[src/rtl/cfgrd_pkg.sv]
package cfgrd_pkg;

  // Captured page setting: whole-array mode or one of four quarters
  typedef struct packed {
    logic       whole;
    logic [1:0] sel;
  } page_t;

  // Stored bit at an address: XOR reduction of the masked address
  function automatic logic pat_bit(input int unsigned addr, input int unsigned mask);
    return ^(addr & mask);
  endfunction

endpackage

[src/rtl/cfgrd_page_latch.sv]
module cfgrd_page_latch
  import cfgrd_pkg::*;
(
  input  logic       clk,
  input  logic       rst,
  input  logic       load,
  input  logic       page_en,
  input  logic [1:0] page_sel,
  output page_t      pg_q,
  output page_t      pg_d
);

  always_comb begin
    pg_d = pg_q;
    if (load) begin
      pg_d.whole = ~page_en;
      pg_d.sel   = page_en ? page_sel : 2'b00;
    end
  end

  always_ff @(posedge clk) begin
    if (rst) begin
      pg_q.whole <= 1'b1;
      pg_q.sel   <= 2'b00;
    end else begin
      pg_q <= pg_d;
    end
  end

  AST_PAGE_HELD: assert property (@(posedge clk) disable iff (rst)
    (!load) |=> (pg_q == $past(pg_q))) else $error("page setting moved outside capture");

endmodule

[src/rtl/cfgrd_addr_ctr.sv]
module cfgrd_addr_ctr #(
  parameter int ADDR_W = 10
) (
  input  logic              clk,
  input  logic              rst,
  input  logic              clr,
  input  logic              en,
  input  logic [ADDR_W-1:0] last_off,
  output logic [ADDR_W-1:0] off_q,
  output logic [ADDR_W-1:0] off_d,
  output logic              live_q,
  output logic              done_q
);

  logic live_d;
  logic done_d;
  logic step;

  // An edge consumes the shown bit only if it was driven and still enabled
  assign step = en && !done_q && live_q;

  always_comb begin
    off_d  = off_q;
    live_d = live_q;
    done_d = done_q;
    if (clr) begin
      off_d  = '0;
      live_d = 1'b0;
      done_d = 1'b0;
    end else if (en && !done_q) begin
      if (!live_q) begin
        live_d = 1'b1;
      end else if (off_q == last_off) begin
        done_d = 1'b1;
        live_d = 1'b0;
      end else begin
        off_d = off_q + ADDR_W'(1);
      end
    end else begin
      live_d = 1'b0;
    end
  end

  always_ff @(posedge clk) begin
    if (rst) begin
      off_q  <= '0;
      live_q <= 1'b0;
      done_q <= 1'b0;
    end else begin
      off_q  <= off_d;
      live_q <= live_d;
      done_q <= done_d;
    end
  end

  AST_HOLD_IDLE: assert property (@(posedge clk) disable iff (rst)
    (!clr && !step) |=> (off_q == $past(off_q))) else $error("offset moved while idle");

  AST_STEP_ONE: assert property (@(posedge clk) disable iff (rst)
    (!clr && step && off_q != last_off) |=> (off_q == $past(off_q) + ADDR_W'(1))) else $error("offset step wrong");

  AST_DONE_STICKY: assert property (@(posedge clk) disable iff (rst)
    (done_q && !clr) |=> done_q) else $error("done dropped without clear");

endmodule

[src/rtl/cfgrd_bit_rom.sv]
module cfgrd_bit_rom
  import cfgrd_pkg::*;
#(
  parameter int          DEPTH  = 1024,
  parameter int unsigned MASK   = 32'h3A5,
  localparam int         ADDR_W = $clog2(DEPTH)
) (
  input  logic              clk,
  input  logic [ADDR_W-1:0] rd_addr,
  output logic              rd_bit
);

  logic mem [0:DEPTH-1];

  initial begin
    for (int i = 0; i < DEPTH; i++) begin
      mem[i] = pat_bit(i, MASK);
    end
  end

  // Synchronous read port so the array maps onto block memory
  always_ff @(posedge clk) begin
    rd_bit <= mem[rd_addr];
  end

endmodule

[src/rtl/cfgmem_reader.sv]
module cfgmem_reader
  import cfgrd_pkg::*;
#(
  parameter int          DEPTH = 1024,
  parameter int unsigned MASK  = 32'h3A5
) (
  input  logic       clk,
  input  logic       rst,
  input  logic       rst_oe_n,
  input  logic       ce_n,
  input  logic       page_en,
  input  logic [1:0] page_sel,
  output logic       data_out,
  output logic       data_oe,
  output logic       ceo_n
);

  localparam int ADDR_W     = $clog2(DEPTH);
  localparam int PAGE_W     = ADDR_W - 2;
  localparam int PAGE_DEPTH = DEPTH / 4;

  page_t             pg_q;
  page_t             pg_d;
  logic [ADDR_W-1:0] off_q;
  logic [ADDR_W-1:0] off_d;
  logic [ADDR_W-1:0] last_off;
  logic [ADDR_W-1:0] base_d;
  logic [ADDR_W-1:0] rd_addr;
  logic              live_q;
  logic              done_q;
  logic              clr;
  logic              en;

  assign clr = ~rst_oe_n;
  assign en  = rst_oe_n & ~ce_n;

  cfgrd_page_latch u_page (
    .clk      (clk),
    .rst      (rst),
    .load     (clr),
    .page_en  (page_en),
    .page_sel (page_sel),
    .pg_q     (pg_q),
    .pg_d     (pg_d)
  );

  assign last_off = pg_q.whole ? ADDR_W'(DEPTH - 1) : ADDR_W'(PAGE_DEPTH - 1);

  cfgrd_addr_ctr #(.ADDR_W(ADDR_W)) u_ctr (
    .clk      (clk),
    .rst      (rst),
    .clr      (clr),
    .en       (en),
    .last_off (last_off),
    .off_q    (off_q),
    .off_d    (off_d),
    .live_q   (live_q),
    .done_q   (done_q)
  );

  // Read ahead: the array is addressed with next-state values so its
  // registered output lines up with the counter
  assign base_d  = pg_d.whole ? '0 : {pg_d.sel, {PAGE_W{1'b0}}};
  assign rd_addr = base_d + off_d;

  cfgrd_bit_rom #(.DEPTH(DEPTH), .MASK(MASK)) u_rom (
    .clk     (clk),
    .rd_addr (rd_addr),
    .rd_bit  (data_out)
  );

  assign data_oe = live_q;
  assign ceo_n   = ~done_q;

  AST_RSTOE_WINS: assert property (@(posedge clk) disable iff (rst)
    (!rst_oe_n) |=> (!data_oe && ceo_n)) else $error("reset/oe did not release line");

  AST_CE_RELEASE: assert property (@(posedge clk) disable iff (rst)
    (ce_n) |=> (!data_oe)) else $error("line driven with chip enable high");

  AST_CEO_QUIET: assert property (@(posedge clk) disable iff (rst)
    (!ceo_n) |-> (!data_oe)) else $error("line driven after cascade hand-off");

  AST_ADDR_RANGE: assert property (@(posedge clk) disable iff (rst)
    (!pg_q.whole) |-> (off_q < ADDR_W'(PAGE_DEPTH))) else $error("offset left page");

endmodule

[config.mk]
export PLATFORM = sky130hd
export DESIGN_NAME = cfgmem_reader
export DESIGN_NICKNAME = d
export VERILOG_FILES = /design/src/rtl/cfgrd_pkg.sv /design/src/rtl/cfgrd_page_latch.sv /design/src/rtl/cfgrd_addr_ctr.sv /design/src/rtl/cfgrd_bit_rom.sv /design/src/rtl/cfgmem_reader.sv
export SDC_FILE = /design/constraint.sdc
export NUM_CORES = 1
export LEC_CHECK = 0
export ABC_AREA = 0
export BUFFER_PORTS_ARGS = -buffer_cell sky130_fd_sc_hd__buf_2
export CAP_MARGIN = 10
export CORE_MARGIN = 2
export CORE_UTILIZATION = 29
export CTS_CLUSTER_DIAMETER = 60
export DETAILED_ROUTE_END_ITERATION = 10
export MAX_ROUTING_LAYER = met4
export PLACE_DENSITY_LB_ADDON = 0.3
export SLEW_MARGIN = 20
export SYNTH_ARGS = -nofsm -noshare
export SYNTH_HDL_FRONTEND = slang
export SYNTH_SLANG_ARGS = --single-unit
[constraint.sdc]
create_clock -name clk -period 4.1 [get_ports clk]
set_input_delay 0.41 -clock clk [delete_from_list [all_inputs] [get_ports clk]]
set_output_delay 0.41 -clock clk [all_outputs]
set_load 0.02 [all_outputs]
==> qor.yml, run 1 <==
status:
  outcome: "finished clean"
timing:
  worst_hold_slack_ns: 0.318
  setup_tns_ns: 0
  max_clock_freq_mhz: 375
  setup_viol: 0
  rsz0062_at_grt: "false"
  slew_violations: 0
  final_hold_viol_count: 0
  fin_crit_ns: 2.67
  tightest_slew_ns: 0.549
  finClkSkew_ns: 0.00169
  fin_crit_sh: 0.651
  maxSlewHeadroom: 0.633
clock_tree:
  cts_resized: 0
  cts_sinks: 16
  clockRootBuffer: "clkbuf_4"
  cts_tree: "built"
  cts_hold_buffers: 0
  htreeDepth: 1
  path_clk_slew_ns: 0.09
  clock_path_buffers: 2
  postCtsSetupBuffers: 0
  clock_latency_ns: 0.28
  numCtsBuffers: 3
synthesis:
  synth_cells: 106
  yosys_warnings: 0
  synth_area_um2: 948
  ys_types: 41
  avgSynthCellArea_um2: 8.95
  synth-edff-count: 0
  ys.flop_type: "dfxtp_1"
  ys_async_sr_fraction: 0
  syn_nets: 115
  ys_seq_area_frac: 0.338
  synth.ff_latch_count: 16
die:
  fp.dieArea_um2: 3740
  fp.dieW_um: 61.2
  die_h_um: 61.2
  num_rows: 20
  core_um2: 3080
  ios: 10
  start_util: 0.308
setup_path:
  path_max_fanout: 6
  worstSetupPathType: "reg -> reg"
  crit_arrival_ns: 2.83
  crit_required_ns: 4.26
  start_kind: "flop"
  critPathCaptureType: "flop"
placed_design:
  dpl_cell_area_um2: 1020
  port_buffers: 9
  place_congestion: 0.736
  dp_hpwl_um: 1350
grt:
  first_global_vias: 727
  track_usage: 0.114
  antenna_found_initial: 0
  gr-total-overflow: 0
  grt_first_pass_wirelength_um: 3110
  grt_max_degree: 13
route:
  drtIter0Drc: 19
  via_per_inst: 5.00
  drc: 0
  dr_wl_met2_um: 918
  top_layer: "met4"
  wire_per_inst_um: 11.4
  dr.pass1.iters: 4
  final_antenna_net_count: 0
  wl_met3_um: 30
  m1WireLength_um: 817
  wl_um: 1790
  vias: 785
final_layout:
  area_growth_pct: 9.63
  nFillCells: 323
  diodes: 0
  nets: 124
  drive_gt1_frac: 0.159
  design_area_um2: 1040
  final_core_util: 0.338
pwr:
  p_leak_nw: 0.395
  irDropWorstVdd_uv: 120
  power-per-cell-area_nw_per_um2: 252
worst_hold_path:
  min_path_type: "in -> reg"
job:
  maxCapViolCount: 0
-- report_power, final --
part	switching (mW)	internal (mW)	total [mW]
Combinational	0.0112	0.00834	0.0196
Sequential	0.00182	0.158	0.160
Clock	0.0484	0.0341	0.0824
-- through the flow --
step           power, mW  setup WS (ns)  instances
2_1_floorplan      0.177           1.50        106
3_3_place_gp       0.183           1.33        154
3_5_place_dp       0.183           1.28        154
4_1_cts            0.266           1.43        157
5_1_grt            0.274           1.12        157
6_report           0.262           1.43        157
-- synthesized netlist by cell type, drive strengths merged (2+ instances only) --
cell type,number,share of area
nor2,13,0.051
nand4,2,0.013
nor3,3,0.016
nor3b,2,0.016
buf,3,0.025
nor2b,2,0.013
a21oi,5,0.026
o21ai,4,0.021
and3,7,0.057
a2111oi,3,0.028
nand3,2,0.011
inv,2,0.0079
dfxtp,16,0.34
xor2,4,0.045
nand2,7,0.036
clkbuf,2,0.0079
ha,2,0.026
a31oi,2,0.013
xnor2,10,0.11
-- worst max-delay path, stage by stage (launching register included) --
cell and delay [ns]:
dfxtp_1 0.43, and3_1 0.30, and3_4 0.26, a21oi_1 0.08, a2111oi_0 0.45, ha_1 0.32
xnor2_1 0.19, xnor2_1 0.12, a41o_1 0.21, nor3_1 0.13, a32oi_1 0.07
-- cell families after synthesis --
family / Yosys count / share of synthesized area
buffers and inverters: 7 / 0.0409
flip-flops: 16 / 0.338
AO/OA/AOI/OAI: 21 / 0.152
XOR/XNOR: 14 / 0.157
multiplexers: 1 / 0.0106
adder cells (fa/ha/maj): 2 / 0.0264
AND/OR/NAND/NOR: 45 / 0.276
-- sequential cells by signal (all words and copies together) (netlist names) --
register	cells
u_ctr.done_q	1
u_page.pg_q	3
u_rom.rd_bit	1
u_ctr.off_q	10
u_ctr.live_q	1
-- final cells by class --
class                      instances  area (um^2)  share of cell area
multi-input combinational         83          589               0.567
clock buffer                       3         22.5              0.0217
timing repair buffer               9         45.0              0.0433
tap                               44         55.1              0.0529
sequential                        16          320               0.308
inverter                           2         7.51             0.00722
-- placed cells by master, fill, tap and decap left out, drive strengths merged --
cell,instances
a2111oi,3
a21oi,5
a31oi,2
a32oi,1
a41o,1
and3,7
and3b,1
and4b,1
and4bb,1
buf,9
clkbuf,3
dfxtp,16
ha,2
inv,2
mux2i,1
nand2,7
nand2b,1
nand3,2
nand3b,1
nand4,2
nand4b,1
nor2,13
nor2b,2
nor3,3
nor3b,2
o2111a,1
o211ai,1
o21a,1
o21ai,4
o21bai,1
o31ai,1
or3,1
xnor2,10
xor2,4
-- worst paths after layout --
path	startpoint	end	slack [ns]	cells past startpoint
max	u_ctr.off_q[2]$_SDFF_PP0_	u_rom.rd_bit$_DFF_P_	1.43	10
min	rst	u_page.pg_q[1]$_SDFF_PP0_	0.32	2
max reg2reg	u_ctr.off_q[2]$_SDFF_PP0_	u_rom.rd_bit$_DFF_P_	1.43	10
min reg2reg	u_ctr.done_q$_SDFFE_PP0P_	u_ctr.live_q$_SDFF_PP0_	0.45	1
-- routing by layer --
metal / track usage / vias up
met5: - / -
met4: 0.0683 / 0
met3: 0.0189 / 2
met2: 0.175 / 7
met1: 0.140 / 381
li1: - / 395
No activity file was read; power rests on OpenSTA's default activity.
==> run 2: changes to the inputs <==
--- a/config.mk
+++ b/config.mk
@@ -5,7 +5,7 @@
 export SDC_FILE = /design/constraint.sdc
 export NUM_CORES = 1
 export LEC_CHECK = 0
-export ABC_AREA = 0
+export ABC_AREA = 1
 export BUFFER_PORTS_ARGS = -buffer_cell sky130_fd_sc_hd__buf_2
 export CAP_MARGIN = 10
 export CORE_MARGIN = 2
==> constraint.sdc (replaced) <==
create_clock -name clk -period 2.3 [get_ports clk]
set_input_delay 0.23 -clock clk [delete_from_list [all_inputs] [get_ports clk]]
set_output_delay 0.23 -clock clk [all_outputs]
set_load 0.02 [all_outputs]
==> qor.yml, run 2 <==
synthesis:
  synthAdderAreaFrac: 0.0248  # -0.00163
  synth_area_um2: 1010  # +6.6%
  synth_top_family_by_area: "simple AND/OR/NAND/NOR gates"
  synth_mux_area_frac: 0  # -0.0106
  ys_types: 26  # -37%
  synth-compound-area-share: 0.0730  # -0.0787
  synth-edff-count: 0  # unchanged
  synth_cells: 162  # +53%
  ys.flop_type: "dfxtp_1"
  synthSimpleGateAreaFrac: 0.448  # +0.172
  ys_async_sr_fraction: 0  # unchanged
  synth.ff_latch_count: 16  # unchanged
  ys_seq_area_frac: 0.317  # -0.0209
  yosysMostFrequentCell: "nand2_1"
  synth_area_leaders: "dfxtp_1 (32%), nand2_1 (17%), inv_1 (8.5%), nor2_1 (8.2%), nand3_1 (7.9%)"
  post_synth_most_frequent_cells: "nand2_1 (46), inv_1 (23), nor2_1 (22)"
  yosysTopAreaCellShare: 0.317  # -0.0209
  syn_nets: 171  # +49%
  synth_xor_area_frac: 0.0173  # -0.140
  yosys_warnings: 0  # unchanged
  synth_top_cell_by_area: "dfxtp_1"
  avgSynthCellArea_um2: 6.24  # -30%
placed_design:
  port_buffers: 9  # unchanged
  place_congestion: 0.911  # +24%
  dp_cells: 219  # +42%
  dp_hpwl_um: 1880  # +40%
  pre_cts_slack_ns: 0.180  # -1.10 ns
timing:
  slew_violations: 0  # unchanged
  final_hold_viol_count: 0  # unchanged
  worst_hold_slack_ns: 0.206  # -0.112 ns
  fin_crit_sh: 0.888  # +0.237
  finClkSkew_ns: 0.00644  # +0.00475 ns
  rsz0062_at_grt: "false"
  tightest_slew_ns: 0.265  # -0.284 ns
  setup_viol: 0  # unchanged
  final.setup.worst_slack_ns: 0.258  # -1.17 ns
  max_clock_freq_mhz: 490  # +31%
  setup_tns_ns: 0  # unchanged
  fin_crit_ns: 2.04  # -0.627 ns
  maxSlewHeadroom: 0.822  # +0.189
route:
  dr.pass1.iters: 4  # unchanged
  drtIter0Drc: 9  # -10
  final_antenna_net_count: 0  # unchanged
  vias: 988  # +26%
  wire_per_inst_um: 10.4  # -8.9%
  wl_um: 2320  # +29%
  drc: 0  # unchanged
  via_per_inst: 4.43  # -11%
setup_path:
  crit_path_max_incr_delay_ns: 0.35  # -0.10 ns
  cp_top_family: "simple AND/OR/NAND/NOR gates"
  critPathCaptureType: "flop"
  crit_arrival_ns: 2.24  # -0.59 ns
  worstSetupPathType: "reg -> reg"
  path_max_fanout: 3  # -3
  r2r_start: "u_ctr.off_q[1]$_SDFFE_PP0P_"
  crit_required_ns: 2.50  # -1.76 ns
  start_kind: "flop"
  cp_common_cell: "nand2_1"
  startpoint: "u_ctr.off_q[1]$_SDFFE_PP0P_"
  crit_slowest_cell: "dfxtp_2"
  cp.buffers_inverters: 2  # +2
  critical_path.cell_chain: "ha_1, nand3_2, nor2_4, nand3_1, nor2_1, xnor2_1, nor2_1, ha_1, inv_1, xor2_1, nand4_1, nand2_1, inv_1, nand2_1, nand2_1"
final_layout:
  area_growth_pct: 17.2
  final_common_cell: "nand2_1"
  instances_no_fill: 223  # +42%
  multiInputGateArea_um2: 577  # -2.1%
  largest_register_ffs: 10  # unchanged
  nFillCells: 390  # +21%
  layout_common_cells: "nand2_1 (45), inv_1 (23), nor2_1 (22)"
  regArea_um2: 323  # +0.78%
  reg_top3: "u_ctr.off_q x10, u_page.pg_q x3"
  nets: 187  # +51%
  drive_gt1_frac: 0.198  # +0.0384
  largest-register: "u_ctr.off_q"
  final_core_util: 0.355  # +0.0173
  diodes: 0  # unchanged
grt:
  gr-total-overflow: 0  # unchanged
  track_usage: 0.141  # +0.0267
  grt_max_degree: 13  # unchanged
  grt_first_pass_wirelength_um: 4340  # +40%
  first_global_vias: 1037  # +43%
  antenna_found_initial: 0  # unchanged
die:
  core_um2: 3340  # +8.4%
  start_util: 0.303  # -0.00517
  fp.dieW_um: 63.0  # +3.0%
  die_h_um: 63.0  # +3.0%
  fp.dieArea_um2: 3970  # +6.2%
  num_rows: 21  # +5.0%
  ios: 10  # unchanged
worst_hold_path:
  min_from: "page_sel[0]"
  min_path_type: "in -> reg"
clock_tree:
  clock_path_buffers: 2  # unchanged
  cts_sinks: 16  # unchanged
  path_clk_slew_ns: 0.10  # about the same
  clock_latency_ns: 0.29  # about the same
  htreeDepth: 1  # unchanged
  clockRootBuffer: "clkbuf_4"
  cts_tree: "built"
  postCtsSetupBuffers: 0  # unchanged
  numCtsBuffers: 3  # unchanged
pwr:
  p_leak_nw: 0.587  # +49%
  irDropWorstVdd_uv: 325  # +170%
  power-per-cell-area_nw_per_um2: 457  # +82%
status:
  outcome: "finished clean"
job:
  maxCapViolCount: 0  # unchanged
==> run 2: changes by cell type after synthesis, sizes merged, moves of 3 or more <==
cell,before,now
nor2,13,23
a2111oi,3,0
xor2,4,1
nand3,2,17
o21ai,4,1
and3,7,0
inv,2,29
xnor2,10,1
nand4,2,6
nand2,7,49
==> run 2: worst paths after layout <==
check / endpoint / slack [ns] / cells after the start
worst min register to register: u_ctr.off_q[1]$_SDFFE_PP0P_ / 0.49 / 2
worst max-delay path: u_rom.rd_bit$_DFF_P_ / 0.26 / 15
worst max register to register: u_rom.rd_bit$_DFF_P_ / 0.26 / 15
worst min-delay path: u_page.pg_q[0]$_SDFF_PP0_ / 0.21 / 3
==> run 2: routing by layer <==
layer / GRT usage / part of all wire
met5: - / 0
met1: 0.173 / 0.52
met2: 0.233 / 0.45
met3: 0.0216 / 0.020
met4: 0.0500 / 0.013
==> run 2: where the power goes <==
part           internal [mW]  switching, mW  leakage (nW)
combinational         0.0238         0.0438         0.435
clock                 0.0964         0.0917        0.0210
sequential             0.284        0.00281         0.131
==> run 2: logic make-up after synthesis <==
family,Yosys count
and+or+nand+nor,98
buffers and inverters,32
DFF,16
AOI/OAI and AO/OA,12
xor gates and xnor gates,2
adders and majority gates,2
==> run 2: worst min-delay path, stage by stage <==
cell and delay, ns:
buf_2 0.07, a22oi_1 0.07, nor2_1 0.09
==> run 2: what timing repair did <==
| item | 4_1_cts | 5_1_grt |
|---|---|---|
| endpoints found under the setup margin | 0 | 1 |
| hold buffers | 0 | 0 |
| gates resized for setup | 0 | 4 |
| endpoints found under the hold margin | 0 | 0 |
==> run 2: layout make-up <==
cell class / instances / share of cell area
clock buffer: 4 / 0.0306
tap: 46 / 0.0486
sequential: 16 / 0.272
multi-input combinational: 114 / 0.487
timing repair buffer: 14 / 0.0697
inverter: 29 / 0.0919
==> run 2: through the flow <==
step	power, mW	area (um^2)
finish	0.542	1180
global route	0.576	1180
CTS	0.552	1170
detailed placement	0.361	1140
global placement	0.361	1140
floorplan	0.339	1010
==> run 3: changes to the inputs <==
--- a/config.mk
+++ b/config.mk
@@ -13,7 +13,7 @@
 export CTS_CLUSTER_DIAMETER = 60
 export DETAILED_ROUTE_END_ITERATION = 10
 export MAX_ROUTING_LAYER = met4
-export PLACE_DENSITY_LB_ADDON = 0.3
+export PLACE_DENSITY_LB_ADDON = 0.2
 export SLEW_MARGIN = 20
 export SYNTH_ARGS = -nofsm -noshare
 export SYNTH_HDL_FRONTEND = slang
==> qor.yml, run 3 (synthesis results as in run 2) <==
status:
  outcome: "finished clean"
pwr:
  p_leak_nw: 0.581  # -0.99%
  irDropWorstVdd_uv: 183  # -44%
  power-per-cell-area_nw_per_um2: 434  # -5.2%
route:
  final_antenna_net_count: 0  # unchanged
  drc: 0  # unchanged
  via_per_inst: 4.48  # +1.2%
  drtIter0Drc: 20  # +11
  vias: 995  # +0.71%
  wire_per_inst_um: 10.5  # +1.1%
  wl_um: 2340  # +0.60%
  dr.pass1.iters: 4  # unchanged
final_layout:
  largest_register_ffs: 10  # unchanged
  largest-register: "u_ctr.off_q"
  area_growth_pct: 15.7
  multiInputGateArea_um2: 577  # unchanged
  nets: 187  # unchanged
  instances_no_fill: 222  # -0.45%
  layout_common_cells: "nand2_1 (46), inv_1 (23), nor2_1 (22)"
  drive_gt1_frac: 0.182  # -0.0159
  reg_top3: "u_ctr.off_q x10, u_page.pg_q x3"
  regArea_um2: 322  # -0.39%
  nFillCells: 387  # -0.77%
  diodes: 0  # unchanged
  final_common_cell: "nand2_1"
clock_tree:
  cts_tree: "built"
  htreeDepth: 1  # unchanged
  path_clk_slew_ns: 0.10  # about the same
  numCtsBuffers: 3  # unchanged
  cts_sinks: 16  # unchanged
  clockRootBuffer: "clkbuf_4"
  clock_latency_ns: 0.29  # about the same
  clock_path_buffers: 2  # unchanged
  cts_hold_buffers: 0  # unchanged
setup_path:
  crit_arrival_ns: 2.30  # +0.06 ns
  start_kind: "flop"
  critical_path.cell_chain: "ha_1, nand3_1, nor2_4, nand3_1, nor2_1, xnor2_1, nor2_1, ha_1, inv_1, xor2_2, nand4_1, nand2_1, inv_1, nand2_1, nand2_1"
  crit_slowest_cell: "dfxtp_1"
  cp_top_family: "simple AND/OR/NAND/NOR gates"
  crit_required_ns: 2.49  # about the same
  path_max_fanout: 2  # -1
  critPathCaptureType: "flop"
  crit_path_max_incr_delay_ns: 0.36  # about the same
  worstSetupPathType: "reg -> reg"
  cp.buffers_inverters: 2  # unchanged
  r2r_setup_slack_ns: 0.19  # -0.07 ns
  cp_common_cell: "nand2_1"
placed_design:
  dp_hpwl_um: 1880  # -0.26%
  place_congestion: 0.811  # -11%
  pre_cts_slack_ns: 0.156  # -0.0243 ns
  port_buffers: 9  # unchanged
  dp_cells: 218  # -0.46%
timing:
  fin_crit_sh: 0.919  # +0.0307
  setup_viol: 0  # unchanged
  final.setup.worst_slack_ns: 0.187  # -0.0707 ns
  max_clock_freq_mhz: 473  # -3.3%
  fin_crit_ns: 2.11  # +0.0707 ns
  maxSlewHeadroom: 0.805  # -0.0167
  finClkSkew_ns: 0.0116  # +0.00511 ns
  slew_violations: 0  # unchanged
  tightest_slew_ns: 0.291  # +0.0261 ns
  final_hold_viol_count: 0  # unchanged
  worst_hold_slack_ns: 0.211  # +0.00470 ns
grt:
  grt_max_degree: 13  # unchanged
  track_usage: 0.133  # -0.00754
  gr-total-overflow: 0  # unchanged
  antenna_found_initial: 0  # unchanged
  first_global_vias: 983  # -5.2%
  grt_first_pass_wirelength_um: 4070  # -6.2%
die:
  start_util: 0.303  # unchanged
  fp.dieArea_um2: 3970  # unchanged
  num_rows: 21  # unchanged
  fp.dieW_um: 63.0  # unchanged
  core_um2: 3340  # unchanged
  die_h_um: 63.0  # unchanged
  ios: 10  # unchanged
job:
  maxCapViolCount: 0  # unchanged
worst_hold_path:
  min_path_type: "in -> reg"
[run 3: per-stage QoR]
| stage | util | power (mW) | TNS, ns | cell area, um^2 |
|---|---|---|---|---|
| after detailed placement | 0.339 | 0.361 | 0 | 1130 |
| final | 0.351 | 0.507 | 0 | 1170 |
| after floorplan | - | 0.339 | 0 | 1010 |
| after global routing | 0.351 | 0.535 | -0.0184 | 1170 |
| after global placement | 0.339 | 0.360 | 0 | 1130 |
| after CTS | 0.346 | 0.514 | 0 | 1150 |
[run 3: power by group]
group / switching [mW] / leakage (nW) / internal [mW]
sequential: 0.00301 / 0.130 / 0.284
combinational: 0.0439 / 0.437 / 0.0238
clock: 0.0922 / 0.0138 / 0.0608
[run 3: final timing paths]
path / from / cells after the start / endpoint
worst max-delay path: u_ctr.off_q[0]$_SDFF_PP0_ / 15 / u_rom.rd_bit$_DFF_P_
worst min-delay path: page_sel[0] / 3 / u_page.pg_q[0]$_SDFF_PP0_
worst max register to register: u_ctr.off_q[0]$_SDFF_PP0_ / 15 / u_rom.rd_bit$_DFF_P_
worst min register to register: u_ctr.off_q[1]$_SDFFE_PP0P_ / 2 / u_ctr.off_q[1]$_SDFFE_PP0P_
[run 3: layer usage]
metal / track usage / part of all wire
met5: - / 0
met1: 0.152 / 0.47
met4: 0.0500 / 0.0068
met2: 0.230 / 0.49
met3: 0.0252 / 0.029
[run 3: cell type report]
cell class,instances,area share
Multi-Input combinational cell,114,0.493
Sequential cell,16,0.275
Inverter,29,0.0930
Timing Repair Buffer,14,0.0706
Tap cell,46,0.0492
Clock buffer,3,0.0193
[run 3: worst reg2reg max path: stages (launching register included)]
cell and delay (ns):
dfxtp_1 0.36, ha_1 0.17, nand3_1 0.14, nor2_4 0.12, nand3_1 0.07, nor2_1 0.11
xnor2_1 0.16, nor2_1 0.08, ha_1 0.19, inv_1 0.09, xor2_2 0.16, nand4_1 0.11
nand2_1 0.10, inv_1 0.04, nand2_1 0.06, nand2_1 0.04
[run 3: repair_timing]
item	in CTS	in global routing
buffers inserted	0	1
hold endpoints to repair	0	0
setup endpoints to repair	0	1
resized for setup	0	2
